## config.mk

```make
export PLATFORM = sky130hd
export DESIGN_NAME = prefetch_queue
export DESIGN_NICKNAME = d
export VERILOG_FILES = /design/src/rtl/pfq_pkg.sv /design/src/rtl/pfq_addr_gen.sv /design/src/rtl/pfq_byte_fifo.sv /design/src/rtl/pfq_fetch_ctl.sv /design/src/rtl/prefetch_queue.sv
export SDC_FILE = /design/constraint.sdc
export NUM_CORES = 1
export LEC_CHECK = 0
export BUFFER_PORTS_ARGS = -buffer_cell sky130_fd_sc_hd__buf_2
export CORE_UTILIZATION = 35
export CTS_CLUSTER_DIAMETER = 100
export CTS_CLUSTER_SIZE = 25
export DETAILED_ROUTE_END_ITERATION = 10
export GPL_TIMING_DRIVEN = 0
export SLEW_MARGIN = 40
export SYNTH_ARGS = -nofsm -noshare
export SYNTH_HDL_FRONTEND = slang
export SYNTH_SLANG_ARGS = --single-unit
```

## constraint.sdc

```tcl
create_clock -name clk -period 3 [get_ports clk]
set_input_delay 0.15 -clock clk [delete_from_list [all_inputs] [get_ports clk]]
set_output_delay 0.15 -clock clk [all_outputs]
set_load 0.01 [all_outputs]
```

## src/rtl/pfq_pkg.sv

```systemverilog
package pfq_pkg;

    typedef enum logic [1:0] {
        FS_IDLE,
        FS_ISSUE,
        FS_WAIT,
        FS_DRAIN
    } fetch_state_t;

endpackage

```

## src/rtl/pfq_addr_gen.sv

```systemverilog
module pfq_addr_gen #(
    parameter int SEG_W  = 16,
    parameter int PTR_W  = 16,
    parameter int ADDR_W = 20,
    parameter int SHIFT  = 4
) (
    input  logic [SEG_W-1:0]  seg,
    input  logic [PTR_W-1:0]  ptr,
    output logic [ADDR_W-1:0] phys
);

    logic [ADDR_W-1:0] base_w;
    logic [ADDR_W-1:0] offs_w;

    always_comb begin
        base_w = ADDR_W'(seg) << SHIFT;
        offs_w = ADDR_W'(ptr);
        phys   = base_w + offs_w;
    end

endmodule

```

## src/rtl/pfq_byte_fifo.sv

```systemverilog
module pfq_byte_fifo #(
    parameter int DEPTH = 6,
    parameter int CNT_W = 3
) (
    input  logic             clk,
    input  logic             rst_n,
    input  logic             flush,
    input  logic [1:0]       push_n,
    input  logic [7:0]       push_b0,
    input  logic [7:0]       push_b1,
    input  logic             pop,
    output logic [7:0]       head,
    output logic [CNT_W-1:0] count,
    output logic             empty
);

    localparam int IDX_W = (DEPTH > 1) ? $clog2(DEPTH) : 1;

    function automatic logic [IDX_W-1:0] wrap_inc(input logic [IDX_W-1:0] i);
        if (int'(i) == DEPTH - 1) return '0;
        return i + 1'b1;
    endfunction

    logic [7:0]       store [DEPTH];
    logic [IDX_W-1:0] rd_idx;
    logic [IDX_W-1:0] wr_idx;
    logic [IDX_W-1:0] wr_idx1;
    logic [IDX_W-1:0] wr_idx2;
    logic [CNT_W-1:0] cnt_q;

    always_comb begin
        wr_idx1 = wrap_inc(wr_idx);
        wr_idx2 = wrap_inc(wr_idx1);
    end

    always_ff @(posedge clk) begin
        if (!flush) begin
            if (push_n != 2'd0) store[wr_idx] <= push_b0;
            if (push_n == 2'd2) store[wr_idx1] <= push_b1;
        end
    end

    always_ff @(posedge clk) begin
        if (!rst_n || flush) begin
            rd_idx <= '0;
            wr_idx <= '0;
            cnt_q  <= '0;
        end else begin
            if (push_n == 2'd2)      wr_idx <= wr_idx2;
            else if (push_n == 2'd1) wr_idx <= wr_idx1;
            if (pop) rd_idx <= wrap_inc(rd_idx);
            cnt_q <= cnt_q + CNT_W'(push_n) - CNT_W'(pop);
        end
    end

    always_comb begin
        head  = store[rd_idx];
        count = cnt_q;
        empty = (cnt_q == '0);
    end

    // occupancy bound
    a_r1_no_overflow: assert property (@(posedge clk) disable iff (!rst_n)
        int'(cnt_q) <= DEPTH);

    // flush empties the queue on the next cycle
    a_r5_flush_clears: assert property (@(posedge clk) disable iff (!rst_n)
        flush |=> (cnt_q == '0));

endmodule

```

## src/rtl/pfq_fetch_ctl.sv

```systemverilog
module pfq_fetch_ctl
    import pfq_pkg::*;
#(
    parameter int BUS_W     = 16,
    parameter int BUS_BYTES = 2,
    parameter int DEPTH     = 6,
    parameter int CNT_W     = 3,
    parameter int PTR_W     = 16
) (
    input  logic             clk,
    input  logic             rst_n,
    input  logic             redirect,
    input  logic [PTR_W-1:0] redirect_ptr,
    input  logic [CNT_W-1:0] count,
    input  logic             req_ready,
    input  logic             rsp_valid,
    input  logic [BUS_W-1:0] rsp_data,
    output logic             req_valid,
    output logic             req_word,
    output logic [PTR_W-1:0] fetch_ptr,
    output logic [1:0]       push_n,
    output logic [7:0]       push_b0,
    output logic [7:0]       push_b1
);

    localparam logic [CNT_W-1:0] ROOM_LIMIT = CNT_W'(DEPTH - BUS_BYTES);

    fetch_state_t     state_q;
    fetch_state_t     state_d;
    logic [PTR_W-1:0] ptr_q;
    logic             room;
    logic             take_rsp;
    logic             word_fetch;
    logic [1:0]       fetch_size;
    logic [7:0]       first_b;
    logic [7:0]       second_b;

    generate
        if (BUS_BYTES == 2) begin : g_wide
            always_comb begin
                word_fetch = !ptr_q[0];
                fetch_size = ptr_q[0] ? 2'd1 : 2'd2;
                first_b    = ptr_q[0] ? rsp_data[15:8] : rsp_data[7:0];
                second_b   = rsp_data[15:8];
            end
        end else begin : g_narrow
            always_comb begin
                word_fetch = 1'b0;
                fetch_size = 2'd1;
                first_b    = rsp_data[7:0];
                second_b   = rsp_data[7:0];
            end
        end
    endgenerate

    always_comb begin
        room     = (count <= ROOM_LIMIT);
        take_rsp = (state_q == FS_WAIT) && rsp_valid && !redirect;
    end

    // state register
    always_ff @(posedge clk) begin
        if (!rst_n) state_q <= FS_IDLE;
        else        state_q <= state_d;
    end

    // next state
    always_comb begin
        state_d = state_q;
        unique case (state_q)
            FS_IDLE: begin
                if (!redirect && room) state_d = FS_ISSUE;
            end
            FS_ISSUE: begin
                if (redirect)       state_d = req_ready ? FS_DRAIN : FS_IDLE;
                else if (req_ready) state_d = FS_WAIT;
            end
            FS_WAIT: begin
                if (rsp_valid)     state_d = FS_IDLE;
                else if (redirect) state_d = FS_DRAIN;
            end
            FS_DRAIN: begin
                if (rsp_valid) state_d = FS_IDLE;
            end
            default: state_d = FS_IDLE;
        endcase
    end

    // fetch pointer
    always_ff @(posedge clk) begin
        if (!rst_n)        ptr_q <= '0;
        else if (redirect) ptr_q <= redirect_ptr;
        else if (take_rsp) ptr_q <= ptr_q + PTR_W'(fetch_size);
    end

    // outputs
    always_comb begin
        req_valid = (state_q == FS_ISSUE);
        req_word  = word_fetch;
        fetch_ptr = ptr_q;
        push_n    = take_rsp ? fetch_size : 2'd0;
        push_b0   = first_b;
        push_b1   = second_b;
    end

    // an unaccepted request is held with the same pointer
    a_r10_req_held: assert property (@(posedge clk) disable iff (!rst_n)
        (req_valid && !req_ready && !redirect) |=> (req_valid && $stable(ptr_q)));

endmodule

```

## src/rtl/prefetch_queue.sv

```systemverilog
module prefetch_queue
    import pfq_pkg::*;
#(
    parameter int BUS_W  = 16,
    parameter int DEPTH  = 6,
    parameter int SEG_W  = 16,
    parameter int PTR_W  = 16,
    parameter int ADDR_W = 20
) (
    input  logic              clk,
    input  logic              rst_n,
    input  logic [SEG_W-1:0]  cs_seg,
    input  logic              redirect,
    input  logic [PTR_W-1:0]  redirect_ptr,
    output logic              mem_req_valid,
    input  logic              mem_req_ready,
    output logic [ADDR_W-1:0] mem_req_addr,
    output logic              mem_req_word,
    input  logic              mem_rsp_valid,
    input  logic [BUS_W-1:0]  mem_rsp_data,
    output logic              pop_valid,
    input  logic              pop_ready,
    output logic [7:0]        head_byte,
    output logic [$clog2(DEPTH+1)-1:0] count,
    output logic              empty
);

    localparam int BUS_BYTES = BUS_W / 8;
    localparam int CNT_W     = $clog2(DEPTH + 1);

    logic [PTR_W-1:0] fetch_ptr;
    logic [1:0]       push_n;
    logic [7:0]       push_b0;
    logic [7:0]       push_b1;
    logic             do_pop;
    logic             q_empty;
    logic [CNT_W-1:0] q_count;

    pfq_addr_gen #(
        .SEG_W (SEG_W),
        .PTR_W (PTR_W),
        .ADDR_W(ADDR_W),
        .SHIFT (4)
    ) u_addr (
        .seg (cs_seg),
        .ptr (fetch_ptr),
        .phys(mem_req_addr)
    );

    pfq_fetch_ctl #(
        .BUS_W    (BUS_W),
        .BUS_BYTES(BUS_BYTES),
        .DEPTH    (DEPTH),
        .CNT_W    (CNT_W),
        .PTR_W    (PTR_W)
    ) u_ctl (
        .clk         (clk),
        .rst_n       (rst_n),
        .redirect    (redirect),
        .redirect_ptr(redirect_ptr),
        .count       (q_count),
        .req_ready   (mem_req_ready),
        .rsp_valid   (mem_rsp_valid),
        .rsp_data    (mem_rsp_data),
        .req_valid   (mem_req_valid),
        .req_word    (mem_req_word),
        .fetch_ptr   (fetch_ptr),
        .push_n      (push_n),
        .push_b0     (push_b0),
        .push_b1     (push_b1)
    );

    always_comb begin
        do_pop    = !q_empty && pop_ready && !redirect;
        pop_valid = !q_empty;
        empty     = q_empty;
        count     = q_count;
    end

    pfq_byte_fifo #(
        .DEPTH(DEPTH),
        .CNT_W(CNT_W)
    ) u_fifo (
        .clk    (clk),
        .rst_n  (rst_n),
        .flush  (redirect),
        .push_n (push_n),
        .push_b0(push_b0),
        .push_b1(push_b1),
        .pop    (do_pop),
        .head   (head_byte),
        .count  (q_count),
        .empty  (q_empty)
    );

    // R2 (and R3 for the byte bus): requests only with a bus width of free room
    a_r2_room: assert property (@(posedge clk) disable iff (!rst_n)
        mem_req_valid |-> (int'(q_count) <= DEPTH - BUS_BYTES));

    // word reads are aligned
    a_r6_word_aligned: assert property (@(posedge clk) disable iff (!rst_n)
        (mem_req_valid && mem_req_word) |-> !mem_req_addr[0]);

endmodule

```

After elaboration in Yosys (flattened, before gate mapping):

Memories as Yosys holds them, arrays and structs flattened. A register that Yosys moved wholly into a read port is not among the register bits.
Index checks and enable logic that the tools add are counted.

* register bits after elaboration: 27
* bits in latches: 0
* RAM bits: 48
* memory bits (read-only): 0
* bits of input ports: 54
* logic and storage cells: 76
* memories kept: 1

* $add $sub $neg: 7
* multipliers: 0
* div/mod/pow operators: 0
* $lt $le $gt $ge: 1
* equal/unequal tests: 12
* shift-type cells: 0
* muxes and demuxes: 34
* bitwise gates (word level): 0
* reduce and logical (&&, ||, !) cells: 16

Memories
* u_fifo.store: words 6, bits a word 8, read ports 1, clocked after memory_dff 1, wr ports 2, line pfq_byte_fifo.sv:24 `logic [7:0] store [DEPTH];`

Operators with widths (count)
* 16-bit two-way mux: 2
* 3-bit two-way mux: 10
* 20-bit by 16-bit adder with 20-bit output: 1
* 2-bit two-way mux: 9
* 16-bit by 2-bit adder with 16-bit output: 1
* 1-bit two-way mux: 11
* 3-bit by 1-bit adder with 3-bit output, second input constant: 3
* 3-bit == test, second input constant: 3
* 8-bit two-way mux: 1
* 2-bit one-hot mux with 4 select lines: 1
* 2-bit == test, second input constant: 3
* 2-bit nonzero test: 3
* 1-bit logical AND: 5
* 2-bit by 1-bit == test with 1-bit output, second input constant: 2
* 1-bit zero test: 4
* 4-bit AND reduction: 1
* 3-bit by 2-bit adder with 3-bit output: 1
* 3-bit <= comparator, second input constant: 1
* 3-bit zero test: 1
* 3-bit by 2-bit != test with 1-bit output, second input constant: 1
* 3-bit != test, second input constant: 1
* 3-bit by 1-bit subtractor with 3-bit output: 1
* 2-bit zero test: 1
* 2-bit by 1-bit != test with 1-bit output, second input constant: 1
* 2 further kinds: 2

Logic depth before layout (Yosys ltp):

Gate-level depths: netlist (run 1).

* depth after elaboration: 9
* mapped depth: 11

Cells and area by module:

From an unflattened synthesis (run 1), not the netlist that was laid out.

* cells, all modules: 451
* area, all modules: 5051.1 um2

By module, submodules not included
* pfq_byte_fifo: instances 1, cells each 207, area each 3104.2 um2, seq. area each 1681.6 um2
* pfq_fetch_ctl: instances 1, cells each 142, area each 1183.6 um2, seq. area each 360.3 um2
* pfq_addr_gen: instances 1, cells each 100, area each 747.0 um2, seq. area each 0.0 um2
* prefetch_queue: instances 1, cells each 2, area each 16.3 um2, seq. area each 0.0 um2

Least setup slack after synthesis (run 1):

Ideal clock, no wire load.

* kind: register -> register
* start point: register u_fifo.cnt_q[1] (netlist: u_fifo.count[1])
* end point: register u_fifo.cnt_q[2] (netlist: u_fifo.count[2])
* setup time: 0.071 ns
* data arrival time: 2.537 ns
* data required time: 2.929 ns
* setup slack: 0.392 ns
* cell stages (with the launch flop): 12
* buffers on the path: 1
* clock period less this slack: 2.608 ns
* path through: dfxtp_1 > or3_1 > and3_1 > clkbuf_1 > ha_1 > inv_1 > ha_1 > inv_1 > fa_1 > xnor2_1 > or3_1 > a21oi_1

* longest elaborated chain between the ends: 5

Ends and longest elaborated chain
* start, declared: line pfq_byte_fifo.sv:29 `logic [CNT_W-1:0] cnt_q;`
* start signal, assigned: line pfq_byte_fifo.sv:52 `cnt_q <= cnt_q + CNT_W'(push_n) - CNT_W'(pop);`
* 3-bit zero test: line pfq_byte_fifo.sv:59 `empty = (cnt_q == '0);`
* 1-bit zero test
* via pop_valid: line prefetch_queue.sv:21 `output logic pop_valid,`
* 1-bit logical AND (2 in series): line prefetch_queue.sv:74 `do_pop = !q_empty && pop_ready && !redirect;`
* 3-bit by 1-bit subtractor with 3-bit output: line pfq_byte_fifo.sv:52

The timed path passes the listed nets, and every way through them passes these cells.
A chain may end at the register's enable or synchronous reset.

Worst setup path after layout (run 1):

* start point: register u_ctl.ptr_q[4] (netlist: u_ctl.fetch_ptr[4])
* end point: output port mem_req_addr[18]

* longest elaborated chain between the ends: 1

Ends and longest elaborated chain
* start, declared: line pfq_fetch_ctl.sv:30 `logic [PTR_W-1:0] ptr_q;`
* start signal, assigned: line pfq_fetch_ctl.sv:92 `else if (redirect) ptr_q <= redirect_ptr;`
* start signal, assigned: line pfq_fetch_ctl.sv:93 `else if (take_rsp) ptr_q <= ptr_q + PTR_W'(fetch_size);`
* 20-bit by 16-bit adder with 20-bit output: line pfq_addr_gen.sv:18 `phys = base_w + offs_w;`
* end, declared: line prefetch_queue.sv:17 `output logic [ADDR_W-1:0] mem_req_addr,`

No other way between the ends.

==> flow_summary_export.csv, run 1 <==
group,metric,value,unit
cts,clk_path_buf_depth,2,
cells_and_area,area_growth,22.4,%
cells_and_area,final_cell_mix,"buf_2 (92), mux2_2 (48), edfxtp_1 (48)",
setup_path,cp-end-kind,"output pin",
die,core,0.0128,mm²
die,rows,41,
sta,fin_setup_tns,0,ns
cells_and_area,drive_above_1_share,0.357,
setup_path,crit_family,"compound AO/OA/AOI/OAI gates",
sta,finalCriticalPeriod,2.91,ns
logic_synthesis,synth_edf_count,48,
placed_design,place_area,0.00535,mm²
routing,drt_wl_total,11100,µm
logic_synthesis,syn_area,0.00467,mm²
sta,hold_viol,0,
global_route,grt_pass1_vias,3384,
logic_synthesis,syn_nets,500,
setup_path,worstPathCellList,"ha_4 -> fa_2 -> a21o_1 -> a221o_1 -> a2111o_1 -> o22a_1 -> a22o_1 -> buf_2",
cts,htreeDepth,3,
placed_design,portBuffers,87,
logic_synthesis,synth_top_area_frac,0.309,
setup_path,cp_data_arrival_time,2.76,ns
cts,path_clk_slew,0.06,ns
setup_path,startpoint_type,"register",
global_route,antenna_found_initial,0,
global_route,grt_overflow_total,0,
cts,cts.sinks,78,
routing,drtIter0Drc,167,
routing,avgViaCountPerCell,5.13,
routing,drtAntennaViolNets,0,
pwr,p_per_area,476,mW/mm²
die,die-area,0.0138,mm²
cells_and_area,fin_nets,603,
logic_synthesis,ys_ff_latch,78,
global_route,grt_use_total,0.164,
logic_synthesis,synth_largest_area_cell,"edfxtp_1",
sta,period_share,0.971,
placed_design,routabilityCongestion,0.779,
cts,worstSkewPairLatency,0.34,ns
global_route,grt_pass1_wl,17700,µm
min_path,hold_path_class,"in -> reg",
pwr,ir_drop,0.286,mV
logic_synthesis,avgSynthCellArea,10.9,µm²
setup_path,slowest_delay,0.39,ns
routing,drc,0,
global_route,grt_max_degree,16,
cells_and_area,n_antenna_cell,0,
sta,rsz0062_at_grt,"false",
cells_and_area,fin_area,0.00572,mm²
logic_synthesis,synthCells,427,
setup_path,critical_path_class,"reg -> out",
setup_path,cp_slowest_cell,"fa_2",
logic_synthesis,yosys_warnings,0,
routing,wl_per_cell,15.7,µm
die,die_h,118,µm
logic_synthesis,ys_types,50,
setup_path,required,2.85,ns
setup_path,cp_max_fo,3,
die,fp.dieW,118,µm
die,ios,89,
cells_and_area,mostFrequentLayoutCell,"buf_2",
job,maxCapViolations,0,
sta,finClkSkew,0.00563,ns
cts,cts_buffers,9,
run_status,status,"complete, no violations",
setup_path,timing.critical_path.buf_inv,1,
cts,clk_root_buffer_cell,"clkbuf_16",
min_path,hold_depth,2,
routing,first_pass_iters,5,
sta,relSlewSlack,0.455,
setup_path,path_depth,8,
routing,dr_total_vias,3624,
die,initial_core_util,0.364,
sta,setup_violations,0,
pwr,cellLeakagePower,2.30,nW
setup_path,worstRegToRegCells,11,
logic_synthesis,synth-seq-area-share,0.437,
logic_synthesis,ys.flop_type,"edfxtp_1",
logic_synthesis,synth_area_leaders,"edfxtp_1 (31%), dfxtp_1 (13%), mux2_2 (12%), ha_1 (4.6%), mux4_2 (3.9%)",
cts,cts_tree,"yes",
sta,worst_pin_slew,0.813,ns
logic_synthesis,ys_async_sr_fraction,0,
placed_design,dp_hpwl,7990,µm
sta,slew_violations,0,
sta,fmax,343,MHz
layer usage:
| metal | track usage | part of all wire |
|---|---|---|
| met5 | 0 | 0 |
| met4 | 0.0465 | 0.011 |
| met3 | 0.0397 | 0.044 |
| met2 | 0.259 | 0.46 |
| met1 | 0.223 | 0.48 |
metrics by stage:
step                      power, mW  setup WS (ns)  cells   util  hold WS, ns
after floorplan                1.47          0.392    427      -        0.288
after global placement         1.61          0.156    686  0.415        0.374
after detailed placement       1.62          0.170    686  0.417        0.381
after CTS                      2.73         0.0461    702  0.442       0.0280
after global routing           2.83         0.0170    707  0.446       0.0243
final                          2.72         0.0885    707  0.446       0.0366
area by class of cell:
type	instances	area, µm²
inverters	13	48.8
fillers	1275	7110
clock inverters	7	82.6
multi-input cells	314	2520
flip-flops and latches	78	2050
clock buffers	9	225
plain buffers	22	105
well taps	172	215
repair buffers	92	473
synthesized netlist by cell type (2+ instances only):
master and instances:
edfxtp_1 48, mux2_2 48, dfxtp_1 30, nand2_1 27, nor2_1 27, a21oi_1 26, xnor2_1 19, o21ai_0 18
ha_1 17, nor3_1 14, inv_1 13, mux2i_1 12, xor2_1 12, clkbuf_1 11, and2_1 8, mux4_2 8
nand3_1 8, and3_1 7, o211a_1 6, a21o_1 5, a31oi_1 5, buf_2 5, buf_4 4, nand2b_1 4
or3_1 4, a31oi_2 3, nand4_1 3, o31ai_1 3, a211o_1 2, a211oi_1 2, a22o_1 2, buf_1 2
fa_1 2, nor2b_1 2, nor4_1 2, o21a_1 2, o22ai_1 2, o2bb2ai_1 2
worst register-to-register path, cell delays in order, from the launching register on:
cell and delay [ns]:
dfxtp_1 0.37, or3_1 0.42, and3_1 0.20, clkbuf_1 0.15, ha_1 0.30, inv_1 0.06, ha_1 0.13, inv_1 0.05
fa_1 0.37, xnor2_1 0.14, or3_1 0.30, a21oi_1 0.14
final timing paths:
path                      start  slack (ns)            endpoint
max          u_ctl.fetch_ptr[4]        0.09    mem_req_addr[18]
min             redirect_ptr[7]        0.04  u_ctl.fetch_ptr[7]
max reg2reg     u_fifo.count[1]        0.30     u_fifo.count[2]
min reg2reg    u_fifo.rd_idx[2]        0.50            register
registers in the layout, summed over array words and instances (netlist names), named ones only:
| signal | cells |
|---|---|
| u_fifo.wr_idx | 3 |
| u_fifo.store | 48 |
| u_fifo.count | 3 |
| u_fifo.rd_idx | 3 |
| u_ctl.fetch_ptr | 16 |
| u_ctl.state_q | 2 |
cell families (layout without fill, tap and decap cells):
group | count (synthesis) | in the layout | share of synthesized area
AOI/OAI and AO/OA | 85 | 85 | 0.122
xor gates and xnor gates | 31 | 31 | 0.0581
adders and majority gates | 19 | 19 | 0.0541
buffers and inverters | 35 | 143 | 0.0327
DFF | 78 | 78 | 0.437
muxes | 68 | 68 | 0.180
and+or+nand+nor | 111 | 111 | 0.116
report_power, final:
| group | switching [mW] | total (mW) | internal [mW] |
|---|---|---|---|
| Sequential | 0.0211 | 1.18 | 1.16 |
| Clock | 0.462 | 1.12 | 0.656 |
| Combinational | 0.213 | 0.420 | 0.207 |
what timing repair did:
action | in CTS | in global routing
gates resized for setup | 3 | 4
pin swaps | 0 | 5
hold buffers | 0 | 0
setup endpoints to repair | 2 | 2
endpoints found under the hold margin | 0 | 0
buffers inserted | 0 | 5
Power figures use the tool's default switching activity.
==> inputs of run 2 (changes only) <==
Settings changed: SETUP_SLACK_MARGIN set to 0.1.
==> run 2 against run 1 <==
Compared with the run above:
- die area stayed put
- flip-flop and latch count stayed put
- combinational power is essentially flat
- global-route usage increased by 0.12 points
- final cell count is 0.14% lower
- clock skew hardly changed
- critical endpoint unchanged
- largest cell class unchanged
- largest power group unchanged
- highest routed layer unchanged
==> flow_summary_export.csv, run 2 (same netlist as run 1, synthesis figures left out) <==
group,metric,value,unit
sta,finalCriticalPeriod,2.80,ns
sta,period_share,0.932,
placed_design,place_area,0.00535,mm²
global_route,grt_pass1_wl,17900,µm
sta,slew_violations,0,
pwr,p_per_area,475,mW/mm²
routing,drtAntennaViolNets,0,
cts,cts_hold_buffers,0,
min_path,whs_endpoint,"u_ctl.fetch_ptr[7]",
cts,worstSkewPairLatency,0.34,ns
die,rows,41,
cells_and_area,final_cell_mix,"buf_2 (92), mux2_2 (48), edfxtp_1 (48)",
cells_and_area,mostFrequentLayoutCell,"buf_2",
die,ios,89,
cells_and_area,instances_no_fill,706,
routing,drc,0,
sta,relSlewSlack,0.466,
sta,rsz0062_at_grt,"false",
pwr,cellLeakagePower,2.29,nW
die,die_h,118,µm
sta,finClkSkew,0.00549,ns
cts,path_clk_slew,0.06,ns
die,initial_core_util,0.364,
die,die-area,0.0138,mm²
sta,fmax,358,MHz
pwr,ir_drop,0.283,mV
cts,cts.sinks,78,
setup_path,r2r-start,"u_fifo.count[1]",
sta,hold_viol,0,
placed_design,placedCellCount,686,
setup_path,critical_path_class,"reg -> out",
min_path,hold_path_class,"in -> reg",
cells_and_area,n_antenna_cell,0,
setup_path,reg2reg_setup_slack,0.30,ns
die,core,0.0128,mm²
routing,drt_wl_total,11100,µm
routing,wl_per_cell,15.8,µm
routing,dr_total_vias,3616,
job,maxCapViolations,0,
routing,drtIter0Drc,160,
setup_path,cp_max_fo,2,
placed_design,dp_hpwl,7990,µm
routing,first_pass_iters,4,
global_route,antenna_found_initial,0,
sta,worst_pin_slew,0.796,ns
cts,clk_root_buffer_cell,"clkbuf_16",
placed_design,routabilityCongestion,0.779,
cells_and_area,area_growth,22.3,%
min_path,hold_depth,2,
min_path,hp-start,"redirect_ptr[7]",
global_route,grt_max_degree,16,
setup_path,cp_data_arrival_time,2.65,ns
die,fp.dieW,118,µm
cts,htreeDepth,3,
setup_path,r2r-end,"u_fifo.count[2]",
cells_and_area,drive_above_1_share,0.356,
sta,fin_setup_tns,0,ns
pwr,finalPower,2.71,mW
placed_design,portBuffers,87,
global_route,grt_use_total,0.165,
cells_and_area,largest_reg_flops,48,
setup_path,cp-end-kind,"output pin",
run_status,status,"complete, no violations",
cells_and_area,regMostFlops,"u_fifo.store",
cells_and_area,fin_area,0.00571,mm²
cts,clk_path_buf_depth,2,
cells_and_area,fin_util,0.445,
setup_path,worstRegToRegCells,11,
setup_path,startpoint_type,"register",
cts,cts_buffers,9,
routing,avgViaCountPerCell,5.12,
setup_path,required,2.85,ns
sta,setup_violations,0,
global_route,grt_overflow_total,0,
cells_and_area,fin_nets,602,
global_route,grt_pass1_vias,3403,
cts,cts_tree,"yes",
[run 2: cell count changes in the layout (fill, tap and decap cells not counted), sizes merged]
cell,before,now
buf,103,102
[run 2: final cells by class]
cell class                 count  area [µm²]
fill                        1269        7120
multi-input combinational    314        2520
sequential                    78        2050
timing repair buffer          91         465
clock buffer                   9         225
tap                          172         215
buffer                        22         105
clock inverter                 7        82.6
inverter                      13        48.8
[run 2: worst max-delay path, cell delays in order (launching register included)]
cell and delay [ns]:
dfxtp_4 0.35, ha_4 0.16, fa_2 0.34, a21o_1 0.20, a221o_1 0.33, a2111o_1 0.37
o22a_1 0.22, a22o_1 0.20, buf_2 0.13
[run 2: worst max path at each step]
stage	startpoint	to	slack [ns]	depth (start not counted)
3_5_place_dp	u_ctl.fetch_ptr[0]	u_fifo.count[2]	0.17	9
2_1_floorplan	u_fifo.count[1]	u_fifo.count[2]	0.39	11
6_report	u_ctl.fetch_ptr[4]	mem_req_addr[18]	0.20	8
4_1_cts	u_ctl.fetch_ptr[4]	mem_req_addr[18]	0.11	8
3_3_place_gp	u_ctl.state_q[0]	u_fifo.store[1][6]	0.16	5
5_1_grt	u_ctl.fetch_ptr[4]	mem_req_addr[18]	0.12	8
[run 2: through the flow]
step           hold WS [ns]  setup WS, ns
3_3_place_gp          0.374         0.156
6_report             0.0389         0.203
5_1_grt              0.0243         0.118
2_1_floorplan         0.288         0.392
4_1_cts              0.0280         0.113
3_5_place_dp          0.381         0.170
[run 2: repair_timing]
item | 4_1_cts | 5_1_grt
hold endpoints to repair | 0 | 0
endpoints found under the setup margin | 2 | 3
buffers inserted | 4 | 0
resized for setup | 5 | 2
gates cloned | 0 | 0
pin swaps | 7 | 4
[run 2: layer usage]
layer / vias to the layer above / routed length [µm] / global-route usage / part of all wire
met3: 7 / 496 / 0.0397 / 0.045
met5: - / 0 / 0 / 0
met1: 1734 / 5340 / 0.225 / 0.48
met2: 79 / 5180 / 0.261 / 0.47
li1: 1796 / - / - / -
met4: 0 / 122 / 0.0465 / 0.011
[run 2: power by group]
group / internal [mW] / switching [mW] / leakage, nW / total, mW
Sequential: 1.16 / 0.0212 / 0.678 / 1.18
Clock: 0.656 / 0.458 / 0.144 / 1.11
Combinational: 0.206 / 0.213 / 1.47 / 0.419
Total: 2.02 / 0.692 / 2.29 / 2.71
==> inputs of run 3 (changes only) <==
Clock period 3 ns to 2.5 ns, I/O delays scaled along.
==> run 3 against run 2 <==
Compared with the run above:
- the flow now finishes with violations (setup timing)
- power up 23%
- register-to-register slack worse by 0.15 ns
- sequential power increased by 20%
- combinational power rose by 31%
- global-route usage up 0.27 points
- largest cell class unchanged
- sequential share of layout area decreased by 1.5 points
- clock skew increased by 0.0048 ns
- via count rose by 2.1%
- critical endpoint unchanged
- critical path type unchanged
- first-iteration DRC count increased by 27%
==> flow_summary_export.csv, run 3 (same netlist as run 1, synthesis figures left out) <==
group,metric,value,unit
run_status,status,"complete, but fails checks",
run_status,violations,"setup timing",
cells_and_area,regMostFlops,"u_fifo.store",
global_route,grt_overflow_total,0,
cts,cts.sinks,78,
setup_path,startpoint_type,"register",
job,maxCapViolations,0,
routing,drtAntennaViolNets,0,
pwr,switching_power,0.877,mW
cells_and_area,fin_nets,613,
cts,path_clk_slew,0.06,ns
pwr,p_per_area,557,mW/mm²
sta,fin_setup_tns,-0.730,ns
sta,period_share,1.13,
placed_design,place_area,0.00537,mm²
setup_path,r2r-start,"u_fifo.count[0]",
placed_design,post-place-ws,-0.288,ns
global_route,grt_max_degree,17,
cts,cts_tree,"yes",
cells_and_area,fin_area,0.00598,mm²
pwr,power_frac_comb,0.165,
min_path,hold_path_class,"in -> reg",
global_route,grt_pass1_wl,18100,µm
global_route,grt_pass1_vias,3480,
routing,drt_wl_total,11500,µm
setup_path,reg2reg_setup_slack,0.15,ns
die,die_h,118,µm
cts,clk_path_buf_depth,2,
cts,cts_hold_buffers,0,
setup_path,required,2.38,ns
setup_path,cp-end-kind,"output pin",
die,ios,89,
sta,setup_violations,3,
pwr,ir_drop,0.307,mV
sta,finClkSkew,0.0103,ns
global_route,grt_use_total,0.168,
cells_and_area,final_cell_mix,"buf_2 (91), mux2_2 (48), edfxtp_1 (48)",
setup_path,cp_max_fo,2,
setup_path,r2r-end,"u_fifo.count[2]",
sta,hold_viol,0,
pwr,cellLeakagePower,2.37,nW
die,die-area,0.0138,mm²
placed_design,dp_hpwl,8110,µm
placed_design,placedCellCount,686,
cts,worstSkewPairLatency,0.34,ns
routing,first_pass_iters,4,
cells_and_area,drive_above_1_share,0.415,
cells_and_area,nFillCells,1177,
setup_path,critical_path_class,"reg -> out",
sta,layout_setup_ws,-0.315,ns
die,core,0.0128,mm²
cts,htreeDepth,3,
pwr,finalPower,3.33,mW
min_path,hold_depth,2,
cells_and_area,largest_reg_flops,48,
min_path,whs_endpoint,"u_ctl.fetch_ptr[6]",
placed_design,portBuffers,87,
cells_and_area,area_growth,28.1,%
pwr,pwr-share-clk,0.410,
cells_and_area,instances_no_fill,717,
sta,relSlewSlack,0.435,
routing,wl_per_cell,16.0,µm
routing,drc,0,
die,initial_core_util,0.364,
cells_and_area,n_antenna_cell,0,
setup_path,cp_data_arrival_time,2.69,ns
sta,hold_slack,0.0163,ns
pwr,switching_share,0.263,
routing,avgViaCountPerCell,5.15,
cts,clk_root_buffer_cell,"clkbuf_16",
placed_design,routabilityCongestion,0.771,
cells_and_area,mostFrequentLayoutCell,"buf_2",
global_route,antenna_found_initial,0,
min_path,hp-start,"redirect_ptr[6]",
cells_and_area,fin_util,0.467,
die,fp.dieW,118,µm
pwr,seqPwrFrac,0.425,
sta,rsz0062_at_grt,"true",
routing,dr_total_vias,3691,
die,rows,41,
cts,cts_buffers,9,
pwr,intPower,2.46,mW
sta,worst_pin_slew,0.845,ns
routing,drtIter0Drc,203,
sta,finalCriticalPeriod,2.81,ns
sta,slew_violations,0,
setup_path,worstRegToRegCells,10,
sta,fmax,355,MHz
[run 3: power by group through the flow]
stage / combinational [mW] / clock (mW) / sequential (mW)
3_3_place_gp: 0.484 / 0 / 1.45
4_1_cts: 0.518 / 1.39 / 1.42
3_5_place_dp: 0.496 / 0 / 1.45
5_1_grt: 0.604 / 1.45 / 1.42
2_1_floorplan: 0.327 / 0 / 1.44
6_report: 0.550 / 1.37 / 1.42
[run 3: what timing repair did]
item | in CTS | in global routing
endpoints found under the hold margin | 0 | 0
pin swaps | 8 | 23
buffers inserted | 7 | 10
setup endpoints to repair | 26 | 53
resized for setup | 23 | 20
[run 3: worst max-delay path, stage by stage, from the launching register on]
cell and delay, ns:
dfxtp_4 0.35, ha_4 0.16, fa_2 0.34, a21o_1 0.22
a221o_1 0.34, a2111o_1 0.37, o22a_1 0.24, a22o_1 0.21
buf_2 0.13
[run 3: how the worst max path moves through the flow]
stage / from / to / depth (start not counted) / slack [ns]
6_report: u_ctl.fetch_ptr[4] / mem_req_addr[18] / 8 / -0.31
4_1_cts: u_ctl.fetch_ptr[4] / mem_req_addr[18] / 8 / -0.36
3_5_place_dp: u_ctl.fetch_ptr[0] / u_fifo.count[2] / 9 / -0.29
5_1_grt: u_ctl.fetch_ptr[4] / mem_req_addr[18] / 8 / -0.37
2_1_floorplan: u_fifo.count[0] / u_fifo.count[2] / 11 / 0.08
3_3_place_gp: u_ctl.state_q[0] / u_fifo.store[1][6] / 5 / -0.33
[run 3: cell type report]
class / count / area, µm² / area share
multi-input combinational: 314 / 2680 / 0.448
sequential: 78 / 2060 / 0.344
timing repair buffer: 103 / 559 / 0.0935
clock buffer: 9 / 225 / 0.0376
tap: 172 / 215 / 0.0360
buffer: 21 / 106 / 0.0178
clock inverter: 7 / 86.3 / 0.0144
inverter: 13 / 55.1 / 0.00920
[run 3: layer usage]
metal / wire length (µm) / track usage
met5: 0 / 0
met2: 5370 / 0.260
met1: 5300 / 0.234
met3: 572 / 0.0320
met4: 238 / 0.0577
